==> src/rtl/wfifo_pkg.sv <==
package wfifo_pkg;
  typedef enum logic [1:0] {
    A_CTRL = 2'd0,
    A_STAT = 2'd1,
    A_TXD  = 2'd2,
    A_RXD  = 2'd3
  } csr_addr_e;

  localparam int RXF_BIT = 0;
  localparam int TXF_BIT = 1;
  localparam int RXT_LSB = 2;
  localparam int TXT_LSB = 5;
  localparam int THR_W   = 3;
  localparam int STAT_W  = 4;
endpackage

==> src/rtl/wfifo_core.sv <==
module wfifo_core #(
  parameter int W     = 32,
  parameter int DEPTH = 8,
  localparam int AW   = $clog2(DEPTH),
  localparam int CW   = $clog2(DEPTH + 1)
) (
  input  logic          clk_i,
  input  logic          rst_ni,
  input  logic          clr_i,
  input  logic          push_i,
  input  logic [W-1:0]  wdata_i,
  input  logic          pop_i,
  output logic [W-1:0]  rdata_o,
  output logic [CW-1:0] count_o,
  output logic          full_o,
  output logic          empty_o
);
  logic [W-1:0]  mem_q [DEPTH];
  logic [AW-1:0] wr_ptr_q, rd_ptr_q;
  logic [CW-1:0] cnt_q;
  logic          do_push, do_pop;

  assign full_o  = (cnt_q == CW'(DEPTH));
  assign empty_o = (cnt_q == '0);
  assign do_push = push_i && !full_o && !clr_i;
  assign do_pop  = pop_i && !empty_o && !clr_i;
  assign rdata_o = mem_q[rd_ptr_q];
  assign count_o = cnt_q;

  function automatic logic [AW-1:0] nxt(input logic [AW-1:0] p);
    return (p == AW'(DEPTH - 1)) ? '0 : p + 1'b1;
  endfunction

  always_ff @(posedge clk_i or negedge rst_ni) begin
    if (!rst_ni) begin
      wr_ptr_q <= '0;
      rd_ptr_q <= '0;
      cnt_q    <= '0;
    end else if (clr_i) begin
      wr_ptr_q <= '0;
      rd_ptr_q <= '0;
      cnt_q    <= '0;
    end else begin
      if (do_push) wr_ptr_q <= nxt(wr_ptr_q);
      if (do_pop)  rd_ptr_q <= nxt(rd_ptr_q);
      if (do_push && !do_pop)      cnt_q <= cnt_q + 1'b1;
      else if (do_pop && !do_push) cnt_q <= cnt_q - 1'b1;
    end
  end

  always_ff @(posedge clk_i) begin
    if (do_push) mem_q[wr_ptr_q] <= wdata_i;
  end
endmodule

==> src/rtl/wfifo_flush.sv <==
module wfifo_flush #(
  parameter int STAGES = 2,
  localparam int SW    = $clog2(STAGES + 1)
) (
  input  logic clk_i,
  input  logic rst_ni,
  input  logic start_i,
  output logic busy_o
);
  logic [SW-1:0] left_q;

  always_ff @(posedge clk_i or negedge rst_ni) begin
    if (!rst_ni)             left_q <= '0;
    else if (start_i)        left_q <= SW'(STAGES);
    else if (left_q != '0)   left_q <= left_q - 1'b1;
  end

  assign busy_o = (left_q != '0);
endmodule

==> src/rtl/wfifo_pair.sv <==
module wfifo_pair
  import wfifo_pkg::*;
#(
  parameter int DW      = 32,
  parameter int DEPTH   = 8,
  parameter int FL_CYC  = 2,
  localparam int CW     = $clog2(DEPTH + 1),
  localparam int CMPW   = ((CW > THR_W) ? CW : THR_W) + 1
) (
  input  logic          clk_i,
  input  logic          rst_ni,
  input  logic          csr_wr_i,
  input  logic          csr_rd_i,
  input  logic [1:0]    csr_addr_i,
  input  logic [DW-1:0] csr_wdata_i,
  output logic [DW-1:0] csr_rdata_o,
  output logic          tx_valid_o,
  output logic [DW-1:0] tx_data_o,
  input  logic          tx_ready_i,
  input  logic          rx_valid_i,
  input  logic [DW-1:0] rx_data_i,
  output logic          rx_ready_o,
  output logic          tx_req_o,
  output logic          rx_req_o,
  output logic          tx_ovf_o,
  output logic          rx_unf_o
);
  logic [THR_W-1:0] tx_thr_q, rx_thr_q;
  logic             ctrl_wr, tx_start, rx_start, tx_busy, rx_busy, tx_clr, rx_clr;
  logic [CW-1:0]    tx_cnt, rx_cnt, tx_free;
  logic             tx_full, tx_empty, rx_full, rx_empty;
  logic [DW-1:0]    rx_head;

  assign ctrl_wr  = csr_wr_i && (csr_addr_i == A_CTRL);
  assign tx_start = ctrl_wr && csr_wdata_i[TXF_BIT];
  assign rx_start = ctrl_wr && csr_wdata_i[RXF_BIT];
  assign tx_clr   = tx_start || tx_busy;
  assign rx_clr   = rx_start || rx_busy;

  always_ff @(posedge clk_i or negedge rst_ni) begin
    if (!rst_ni) begin
      tx_thr_q <= '0;
      rx_thr_q <= '0;
    end else if (ctrl_wr) begin
      tx_thr_q <= csr_wdata_i[TXT_LSB +: THR_W];
      rx_thr_q <= csr_wdata_i[RXT_LSB +: THR_W];
    end
  end

  wfifo_flush #(.STAGES(FL_CYC)) u_tx_fl (
    .clk_i, .rst_ni, .start_i(tx_start), .busy_o(tx_busy)
  );
  wfifo_flush #(.STAGES(FL_CYC)) u_rx_fl (
    .clk_i, .rst_ni, .start_i(rx_start), .busy_o(rx_busy)
  );

  // clear has priority inside the core, so the handshakes are gated by it
  assign tx_valid_o = !tx_empty && !tx_clr;
  assign rx_ready_o = !rx_full && !rx_clr;

  wfifo_core #(.W(DW), .DEPTH(DEPTH)) u_txq (
    .clk_i, .rst_ni,
    .clr_i   (tx_clr),
    .push_i  (csr_wr_i && (csr_addr_i == A_TXD)),
    .wdata_i (csr_wdata_i),
    .pop_i   (tx_valid_o && tx_ready_i),
    .rdata_o (tx_data_o),
    .count_o (tx_cnt),
    .full_o  (tx_full),
    .empty_o (tx_empty)
  );

  wfifo_core #(.W(DW), .DEPTH(DEPTH)) u_rxq (
    .clk_i, .rst_ni,
    .clr_i   (rx_clr),
    .push_i  (rx_valid_i && rx_ready_o),
    .wdata_i (rx_data_i),
    .pop_i   (csr_rd_i && (csr_addr_i == A_RXD)),
    .rdata_o (rx_head),
    .count_o (rx_cnt),
    .full_o  (rx_full),
    .empty_o (rx_empty)
  );

  assign tx_free  = CW'(DEPTH) - tx_cnt;
  assign tx_req_o = !tx_busy && (CMPW'(tx_free) > CMPW'(tx_thr_q));
  assign rx_req_o = !rx_busy && (CMPW'(rx_cnt) > CMPW'(rx_thr_q));
  assign tx_ovf_o = csr_wr_i && (csr_addr_i == A_TXD) && tx_full;
  assign rx_unf_o = csr_rd_i && (csr_addr_i == A_RXD) && rx_empty;

  always_comb begin
    unique case (csr_addr_i)
      A_CTRL:  csr_rdata_o = DW'({tx_thr_q, rx_thr_q, tx_busy, rx_busy});
      A_STAT:  csr_rdata_o = DW'({STAT_W'(tx_free), STAT_W'(rx_cnt)});
      A_RXD:   csr_rdata_o = rx_empty ? '0 : rx_head;
      default: csr_rdata_o = '0;
    endcase
  end
endmodule

==> config.mk <==
export PLATFORM = sky130hd
export DESIGN_NAME = wfifo_pair
export DESIGN_NICKNAME = d
export VERILOG_FILES = /design/src/rtl/wfifo_pkg.sv /design/src/rtl/wfifo_core.sv /design/src/rtl/wfifo_flush.sv /design/src/rtl/wfifo_pair.sv
export SDC_FILE = /design/constraint.sdc
export NUM_CORES = 1
export LEC_CHECK = 0
export ABC_AREA = 1
export BUFFER_PORTS_ARGS = -buffer_cell sky130_fd_sc_hd__buf_2
export CAP_MARGIN = 25
export CELL_PAD_IN_SITES_DETAIL_PLACEMENT = 1
export CELL_PAD_IN_SITES_GLOBAL_PLACEMENT = 2
export CORE_ASPECT_RATIO = 0.7
export CORE_MARGIN = 1.5
export CORE_UTILIZATION = 42
export CTS_CLUSTER_DIAMETER = 150
export CTS_CLUSTER_SIZE = 25
export DETAILED_ROUTE_END_ITERATION = 10
export GPL_ROUTABILITY_DRIVEN = 1
export PLACE_DENSITY = 0.76
export SLEW_MARGIN = 20
export SYNTH_ARGS = -nofsm -noshare
export SYNTH_HDL_FRONTEND = slang
export SYNTH_SLANG_ARGS = --single-unit
==> constraint.sdc <==
create_clock -name clk_i -period 4.13 [get_ports clk_i]
set_clock_uncertainty 0.05 [all_clocks]
set_input_delay 0.826 -clock clk_i [delete_from_list [all_inputs] [get_ports clk_i]]
set_output_delay 0.826 -clock clk_i [all_outputs]
set_load 0.01 [all_outputs]
==> results.env, run 1 <==
TIMING.REG2REG.WORST_PATH_DEPTH=8
IOS=142
WORSTREG2REGSTART='u_txq.count_o[0]'
MAX_SLEW_MARGIN=0.323
CTS_NUM_SINKS=542
SYN-CELL-AREA_UM2=22000
FINALSETUPVIOLATIONS=0
CLK-INSERTION-DELAY-LATE_NS=0.60
SYNTH_TOP_AREA_FRAC=0.697
MAX_CAPACITANCE_VIOLATION_TOTAL=0
FP.DIEAREA_UM2=53900
NFILLCELLS=5441
FF2FF_SETUP_SLACK_NS=1.23
STDCELL_COUNT=2555
SYNTH_AREA_LEADERS='sky130_fd_sc_hd__edfxtp_1 70%, sky130_fd_sc_hd__nor2_1 7.4%, sky130_fd_sc_hd__o21ai_0 4.4%'
GRT.OVERFLOW.TOTAL=0
CTS.HOLD.BUFFERS_ADDED=0
FLOORPLAN.CORE_AREA_UM2=52000
DIE_HT_UM=195
YS_SEQ_AREA_FRAC=0.731
MULTI_INPUT_AREA_UM2=5360
CTS_BUFFERS=25
YOSYSWARNINGS=0
GRT_START_MAX_NET_PINS=132
TOTAL_AREA_OF_SEQUENTIAL_CELLS_UM2=16100
POST_SYNTH_INST_COUNT=1760
SYNTHXORXNORAREAFRAC=0.00159
CRIT_PATH_END='csr_rdata_o[6]'
CTSHTREEMAXLEVEL=1
POST_SYNTH_AND_OR_NAND_NOR_AREA_FRACTION=0.121
SETUP_TOTAL_NEGATIVE_SLACK_NS=0
CTS.PATH.MAX_BUFFERS=3
DIE_W_UM=277
MOST_COMMON_CELL_AFTER_LAYOUT_FILL_AND_TAPS_ASIDE='sky130_fd_sc_hd__edfxtp_1'
SYNTH_ADDER_AREA_SHARE=0.0137
WORST_SETUP_PATH_START_KIND='flop'
LEAST_MARGIN_PIN_SLEW_NS=1.01
ROUTE.VIAS.TOTAL=13856
FINAL_NETS=1955
INITIAL_UTILIZATION=0.424
CRITICAL_PATH_LAUNCH_POINT='u_rxq.rd_ptr_q[1]'
ACHIEVABLE-FREQUENCY_MHz=267
HOLD_VIOL=0
FINAL_LAYOUT_SIZE_SUFFIX_GT1_FRAC=0.136
VDD.IR_DROP.WORST_V=0.000272
GRTUSAGETOTAL=0.206
DP_HPWL_UM=33800
DRV_SLEW=0
CELLPOWERDENSITY_nW_PER_UM2=467
HOLDCRITPATHCLASS='in2async'
POST_SYNTH_MUX_AREA_SHARE=0.00102
CTS.ROOT.BUFFER_CELL='sky130_fd_sc_hd__clkbuf_16'
CP.REQUIRED_NS=3.25
WL_PER_CELL_UM=21.9
WORSTSETUPPATHTYPE='reg2out'
GRT_SETUP_UNREPAIRED='no'
SYNTH_SEQ_CELLS=542
WORST_SETUP_HOLD_PATH_CLK_SLEW_NS=0.11
CRITICAL_PATH_PEAK_FANOUT=20
SYNTHFLOPTYPE='sky130_fd_sc_hd__edfxtp_1'
NUMBER_OF_ENABLE_FLIP_FLOP_CELLS_AFTER_SYNTHESIS=512
FINAL_MIN_PERIOD_OVER_CLOCK_PERIOD=0.906
STATUS='finished, final reports clean'
AVGSYNTHCELLAREA_UM2=12.5
GRT_PASS1_VIAS=14118
POWER.LEAKAGE_nW=8.40
SYNTH_COMPOUND_AREA_FRAC=0.101
ROUTED_WIRELENGTH_UM=56000
AREA_GROWTH_PCT=10.2
FINAL_CELL_MIX='512 x sky130_fd_sc_hd__edfxtp_1, 419 x sky130_fd_sc_hd__nor2_1, 194 x sky130_fd_sc_hd__o21ai_0'
CTS_TREE='done'
ARRIVAL_NS=2.87
CTS_RESIZED=0
PLACEMENT.IO_BUFFERS=141
COMBINATIONAL_FAMILY_WITH_THE_MOST_AREA_AFTER_SYNTHESIS='simple AND/OR/NAND/NOR gates'
SYNTH-ASYNC-RESET-RATIO=0.0554
TIMING.HOLD.WS_NS=0.224
GP_CONGESTION=0.790
DETAILED_PLACE.AREA_UM2=23600
BIGGEST_AREA_CONSUMER_AMONG_SYNTHESIZED_CELLS='sky130_fd_sc_hd__edfxtp_1'
TOTAL_NETS_AFTER_SYNTHESIS=1855
DETAILEDROUTE.FIRSTITERATIONVIOLATIONS=1043
ROUTE.ANTENNA.REMAINING_NETS=0
ROW_COUNT=70
1ST_PASS_ROUTER_ITERATIONS=5
SYNTHDISTINCTLIBCELLS=40
ANTENNA_FOUND_INITIAL=4
FINISH.INSTANCE_AREA_UM2=24300
REMAINING_DRC_ERRORS=0
POSTCTSSETUPBUFFERS=0
FINAL_CORE_UTIL=0.467
POST_DRT_VIA_CELL_RATIO=5.42
PERIOD_MINUS_SLACK_NS=3.74
DPL.CELL_COUNT=2517
GRT_FIRST_PASS_WIRELENGTH_UM=86000
SETUP.WORST_PATH.END_CLASS='primary output'
CRIT_REG_REG_ENDPOINT='u_txq.mem_q[0][23]'
registers in the layout (all words and copies together), names as in the netlist:
| register | cells |
|---|---|
| u_txq.mem_q | 256 |
| u_txq.rd_ptr_q | 3 |
| u_rx_fl.left_q | 2 |
| u_tx_fl.left_q | 2 |
| rx_thr_q | 3 |
| u_rxq.count_o | 4 |
| u_rxq.wr_ptr_q | 3 |
| u_txq.wr_ptr_q | 3 |
| u_rxq.rd_ptr_q | 3 |
| u_rxq.mem_q | 256 |
| u_txq.count_o | 4 |
| tx_thr_q | 3 |
stage by stage:
| stage | total power [mW] | worst slack [ns] |
|---|---|---|
| after detailed placement | 8.69 | 0.977 |
| after global placement | 8.63 | 1.02 |
| after floorplan | 7.88 | 0.895 |
| after CTS | 11.5 | 0.396 |
| after global routing | 11.9 | 0.224 |
| final | 11.3 | 0.386 |
worst min-delay path by stage:
stage                      start                end  slack (ns)  cells after the start
2_1_floorplan  u_tx_fl.left_q[1]  u_tx_fl.left_q[1]        0.43                      2
3_3_place_gp   u_rx_fl.left_q[1]  u_rx_fl.left_q[1]        0.45                      2
3_5_place_dp   u_rx_fl.left_q[1]  u_rx_fl.left_q[1]        0.46                      2
4_1_cts                   rst_ni   u_rxq.count_o[1]        0.22                      1
5_1_grt                   rst_ni  u_rx_fl.left_q[1]        0.27                      1
6_report                  rst_ni  u_rx_fl.left_q[1]        0.22                      1
logic make-up after synthesis:
group	count (synthesis)
and+or+nand+nor	664
DFF	542
AOI/OAI and AO/OA	375
buffers and inverters	150
adders and majority gates	23
xor gates and xnor gates	4
muxes	2
cell type report:
type	count	area share
Clock buffer	34	0.0271
Inverter	47	0.00741
Antenna cell	2	0.000206
Multi-Input combinational cell	1068	0.221
Timing Repair Buffer	176	0.0445
Sequential cell	542	0.664
Tap cell	684	0.0352
Clock inverter	2	0.000721
synth_stat cells (7+ instances only):
library cell	count
sky130_fd_sc_hd__inv_2	7
sky130_fd_sc_hd__o32ai_1	64
sky130_fd_sc_hd__nand2_1	169
sky130_fd_sc_hd__inv_1	39
sky130_fd_sc_hd__buf_2	37
sky130_fd_sc_hd__a31oi_1	24
sky130_fd_sc_hd__o211ai_1	13
sky130_fd_sc_hd__o21ai_0	194
sky130_fd_sc_hd__o21ai_1	59
sky130_fd_sc_hd__clkbuf_1	48
sky130_fd_sc_hd__ha_1	21
sky130_fd_sc_hd__buf_4	10
sky130_fd_sc_hd__nand3_1	37
sky130_fd_sc_hd__edfxtp_1	512
sky130_fd_sc_hd__dfrtp_1	30
sky130_fd_sc_hd__a21oi_1	8
sky130_fd_sc_hd__nor2_1	435
critical path, stage by stage, from the launching register on:
cell and delay, ns:
sky130_fd_sc_hd__dfrtp_2 0.44, sky130_fd_sc_hd__inv_1 0.74, sky130_fd_sc_hd__o21ai_0 0.20, sky130_fd_sc_hd__o211ai_1 0.45, sky130_fd_sc_hd__nand3_1 0.14, sky130_fd_sc_hd__nand3_1 0.13, sky130_fd_sc_hd__buf_2 0.14
power breakdown:
part	internal [mW]	switching (mW)
Combinational	0.731	1.49
Sequential	6.18	0.142
Clock	1.13	1.66
Total	8.04	3.30
routing by layer:
metal,track usage,up-vias,wire [µm]
met4,0.0330,2,685
met1,0.315,7080,28200
met3,0.0234,46,1850
met2,0.321,217,25300
met5,0,-,13
li1,-,6511,-
Note: power is estimated with default switching activity, not from simulation.
==> run 2, diff against run 1 <==
--- a/config.mk
+++ b/config.mk
@@ -12,12 +12,12 @@
 export CELL_PAD_IN_SITES_GLOBAL_PLACEMENT = 2
 export CORE_ASPECT_RATIO = 0.7
 export CORE_MARGIN = 1.5
-export CORE_UTILIZATION = 42
+export CORE_UTILIZATION = 45
 export CTS_CLUSTER_DIAMETER = 150
 export CTS_CLUSTER_SIZE = 25
 export DETAILED_ROUTE_END_ITERATION = 10
 export GPL_ROUTABILITY_DRIVEN = 1
-export PLACE_DENSITY = 0.76
+export PLACE_DENSITY = 0.81
 export SLEW_MARGIN = 20
 export SYNTH_ARGS = -nofsm -noshare
 export SYNTH_HDL_FRONTEND = slang
==> constraint.sdc (replaced) <==
create_clock -name clk_i -period 4.4 [get_ports clk_i]
set_clock_uncertainty 0.05 [all_clocks]
set_input_delay 0.88 -clock clk_i [delete_from_list [all_inputs] [get_ports clk_i]]
set_output_delay 0.88 -clock clk_i [all_outputs]
set_load 0.01 [all_outputs]
==> run 2 against run 1 <==
  * Core utilization grew 3.8 points
  * Critical endpoint is now csr_rdata_o[5]
  * Critical path type unchanged
  * Cell area is essentially flat
  * Sequential power shrank 6.6%
  * Die area shrank 6.6%
  * First-iteration DRC count grew 2.4%
  * Setup slack gained 0.22 ns
  * Total power shrank 5.5%
  * Sequential cell count is the same
  * Cell count shrank 0.70%
  * Clock power shrank 4%
  * Critical path depth is the same
==> results.env, run 2 (synthesized netlist as in run 1, its figures left out) <==
GRT_SETUP_UNREPAIRED='no'
CTS.HOLD.BUFFERS_ADDED=0
INITIAL_UTILIZATION=0.458
HOLD_VIOL=0
CELLPOWERDENSITY_nW_PER_UM2=441
CTS.ROOT.BUFFER_CELL='sky130_fd_sc_hd__clkbuf_16'
FINAL_CELL_MIX='512 x sky130_fd_sc_hd__edfxtp_1, 419 x sky130_fd_sc_hd__nor2_1, 194 x sky130_fd_sc_hd__o21ai_0'
TIMING.HOLD.WS_NS=0.316
CRITICAL_PATH_PEAK_FANOUT=56
ANTENNA_FOUND_INITIAL=4
GRT_PASS1_VIAS=14378
DRV_SLEW=0
CLK-INSERTION-DELAY-LATE_NS=0.59
WORST_SETUP_PATH_START_KIND='flop'
CP.REQUIRED_NS=3.47
LEAST_MARGIN_PIN_SLEW_NS=0.838
MAX_CAPACITANCE_VIOLATION_TOTAL=0
CRITICAL_PATH_CELL_BY_CELL='buf_4, o21ai_0, o221ai_1, nand3_1, nand3_1, buf_2'
CP_TOP_FAMILY='buffers and inverters'
WORSTSETUPPATHTYPE='reg2out'
CTS_RESIZED=0
POST_DRT_VIA_CELL_RATIO=5.52
GRTUSAGETOTAL=0.222
WORSTPATHBUFFERINVERTERCOUNT=2
FP.DIEAREA_UM2=50300
HOLDCRITPATHCLASS='in2async'
WORSTREG2REGSTART='u_txq.count_o[0]'
MAX_SLEW_MARGIN=0.442
DP_HPWL_UM=33500
DIE_W_UM=268
ACHIEVABLE-FREQUENCY_MHz=263
POWER.LEAKAGE_nW=8.42
STATUS='finished, final reports clean'
WORST_SETUP_HOLD_PATH_CLK_SLEW_NS=0.10
CPPEAKSTAGEDELAY_NS=0.68
CP_COMMON_CELL='sky130_fd_sc_hd__nand3_1'
PRE_CTS_SETUP_SLACK_NS=1.15
DETAILED_PLACE.AREA_UM2=23600
DIE_HT_UM=188
POSTCTSSETUPBUFFERS=0
FINAL_NETS=1956
CTS_NUM_SINKS=542
GRT_START_MAX_NET_PINS=132
1ST_PASS_ROUTER_ITERATIONS=5
GP_CONGESTION=0.798
FINAL_MIN_PERIOD_OVER_CLOCK_PERIOD=0.863
GRT.OVERFLOW.TOTAL=0
TIMING.REG2REG.WORST_PATH_DEPTH=8
ROUTE.ANTENNA.REMAINING_NETS=0
CTS.PATH.MAX_BUFFERS=3
CTS_TREE='done'
MOST_COMMON_CELL_AFTER_LAYOUT_FILL_AND_TAPS_ASIDE='sky130_fd_sc_hd__edfxtp_1'
FF2FF_SETUP_SLACK_NS=1.40
CRITICAL-PATH-SLOWEST-CELL='sky130_fd_sc_hd__dfrtp_2'
FINAL_LAYOUT_SIZE_SUFFIX_GT1_FRAC=0.136
SETUP.WORST_PATH.END_CLASS='primary output'
PERIOD_MINUS_SLACK_NS=3.80
GRT_FIRST_PASS_WIRELENGTH_UM=86500
ROW_COUNT=67
SETUP_SLACK_NS=0.602
WL_PER_CELL_UM=21.9
IOS=142
PLACEMENT.IO_BUFFERS=141
CRIT_REG_REG_ENDPOINT='u_txq.mem_q[7][27]'
FLOORPLAN.CORE_AREA_UM2=48100
CTS_BUFFERS=25
ARRIVAL_NS=2.87
SETUP_TOTAL_NEGATIVE_SLACK_NS=0
FINISH.INSTANCE_AREA_UM2=24300
DETAILEDROUTE.FIRSTITERATIONVIOLATIONS=1068
ROUTED_WIRELENGTH_UM=55700
REMAINING_DRC_ERRORS=0
CTSHTREEMAXLEVEL=1
VDD.IR_DROP.WORST_V=0.000504
FINALSETUPVIOLATIONS=0
ROUTE.VIAS.TOTAL=13997
BIGGESTREGSBYFLOPS='u_rxq.mem_q (256), u_txq.mem_q (256)'
AREA_GROWTH_PCT=10.3
run 2: worst max-delay path by stage:
stage / start / end / slack (ns) / cells after the start
floorplan: csr_addr_i[1] / u_rxq.mem_q[1][0] / 1.11 / 7
global placement: csr_addr_i[1] / u_rxq.mem_q[5][19] / 1.22 / 8
detailed placement: csr_addr_i[1] / u_rxq.mem_q[5][22] / 1.15 / 8
CTS: u_rxq.rd_ptr_q[0] / csr_rdata_o[3] / 0.56 / 7
global route: u_rxq.rd_ptr_q[1] / csr_rdata_o[2] / 0.33 / 6
finish: u_rxq.rd_ptr_q[1] / csr_rdata_o[5] / 0.60 / 6
run 2: power by group:
| group | leakage (nW) | switching, mW | internal, mW | total (mW) |
|---|---|---|---|---|
| registers | 4.99 | 0.0969 | 5.80 | 5.90 |
| logic | 3.09 | 1.44 | 0.698 | 2.14 |
| clock network | 0.345 | 1.57 | 1.10 | 2.68 |
| total | 8.42 | 3.11 | 7.60 | 10.7 |
run 2: layer usage:
| layer | vias up | GRT usage | wire length, µm |
|---|---|---|---|
| li1 | 6528 | - | - |
| met1 | 7208 | 0.348 | 27900 |
| met2 | 207 | 0.344 | 25200 |
| met3 | 50 | 0.0231 | 1730 |
| met4 | 4 | 0.0332 | 796 |
| met5 | - | 0 | 19 |
run 2: per-stage QoR:
step	cells	power (mW)	util
after floorplan	1760	7.39	-
after global placement	2489	8.09	0.490
after detailed placement	2489	8.17	0.490
after CTS	2535	10.8	0.505
after global routing	2536	11.2	0.505
final	2537	10.7	0.505
run 2: final cells by class:
cell class | instances | area (µm²)
diodes | 2 | 5.00
repair buffers | 177 | 1080
inverters | 47 | 180
clock buffers | 44 | 697
flip-flops and latches | 542 | 16100
clock inverters | 2 | 28.8
fillers | 4974 | 23800
multi-input cells | 1068 | 5360
well taps | 655 | 820
run 2: worst register-to-register path, delay by kind of cell, from the launching register on:
| family | cells | cell delay (ns) |
|---|---|---|
| AND/OR/NAND/NOR | 5 | 1.24 |
| buffers and inverters | 2 | 0.64 |
| flip-flops | 1 | 0.42 |
| adder cells (fa/ha/maj) | 1 | 0.29 |
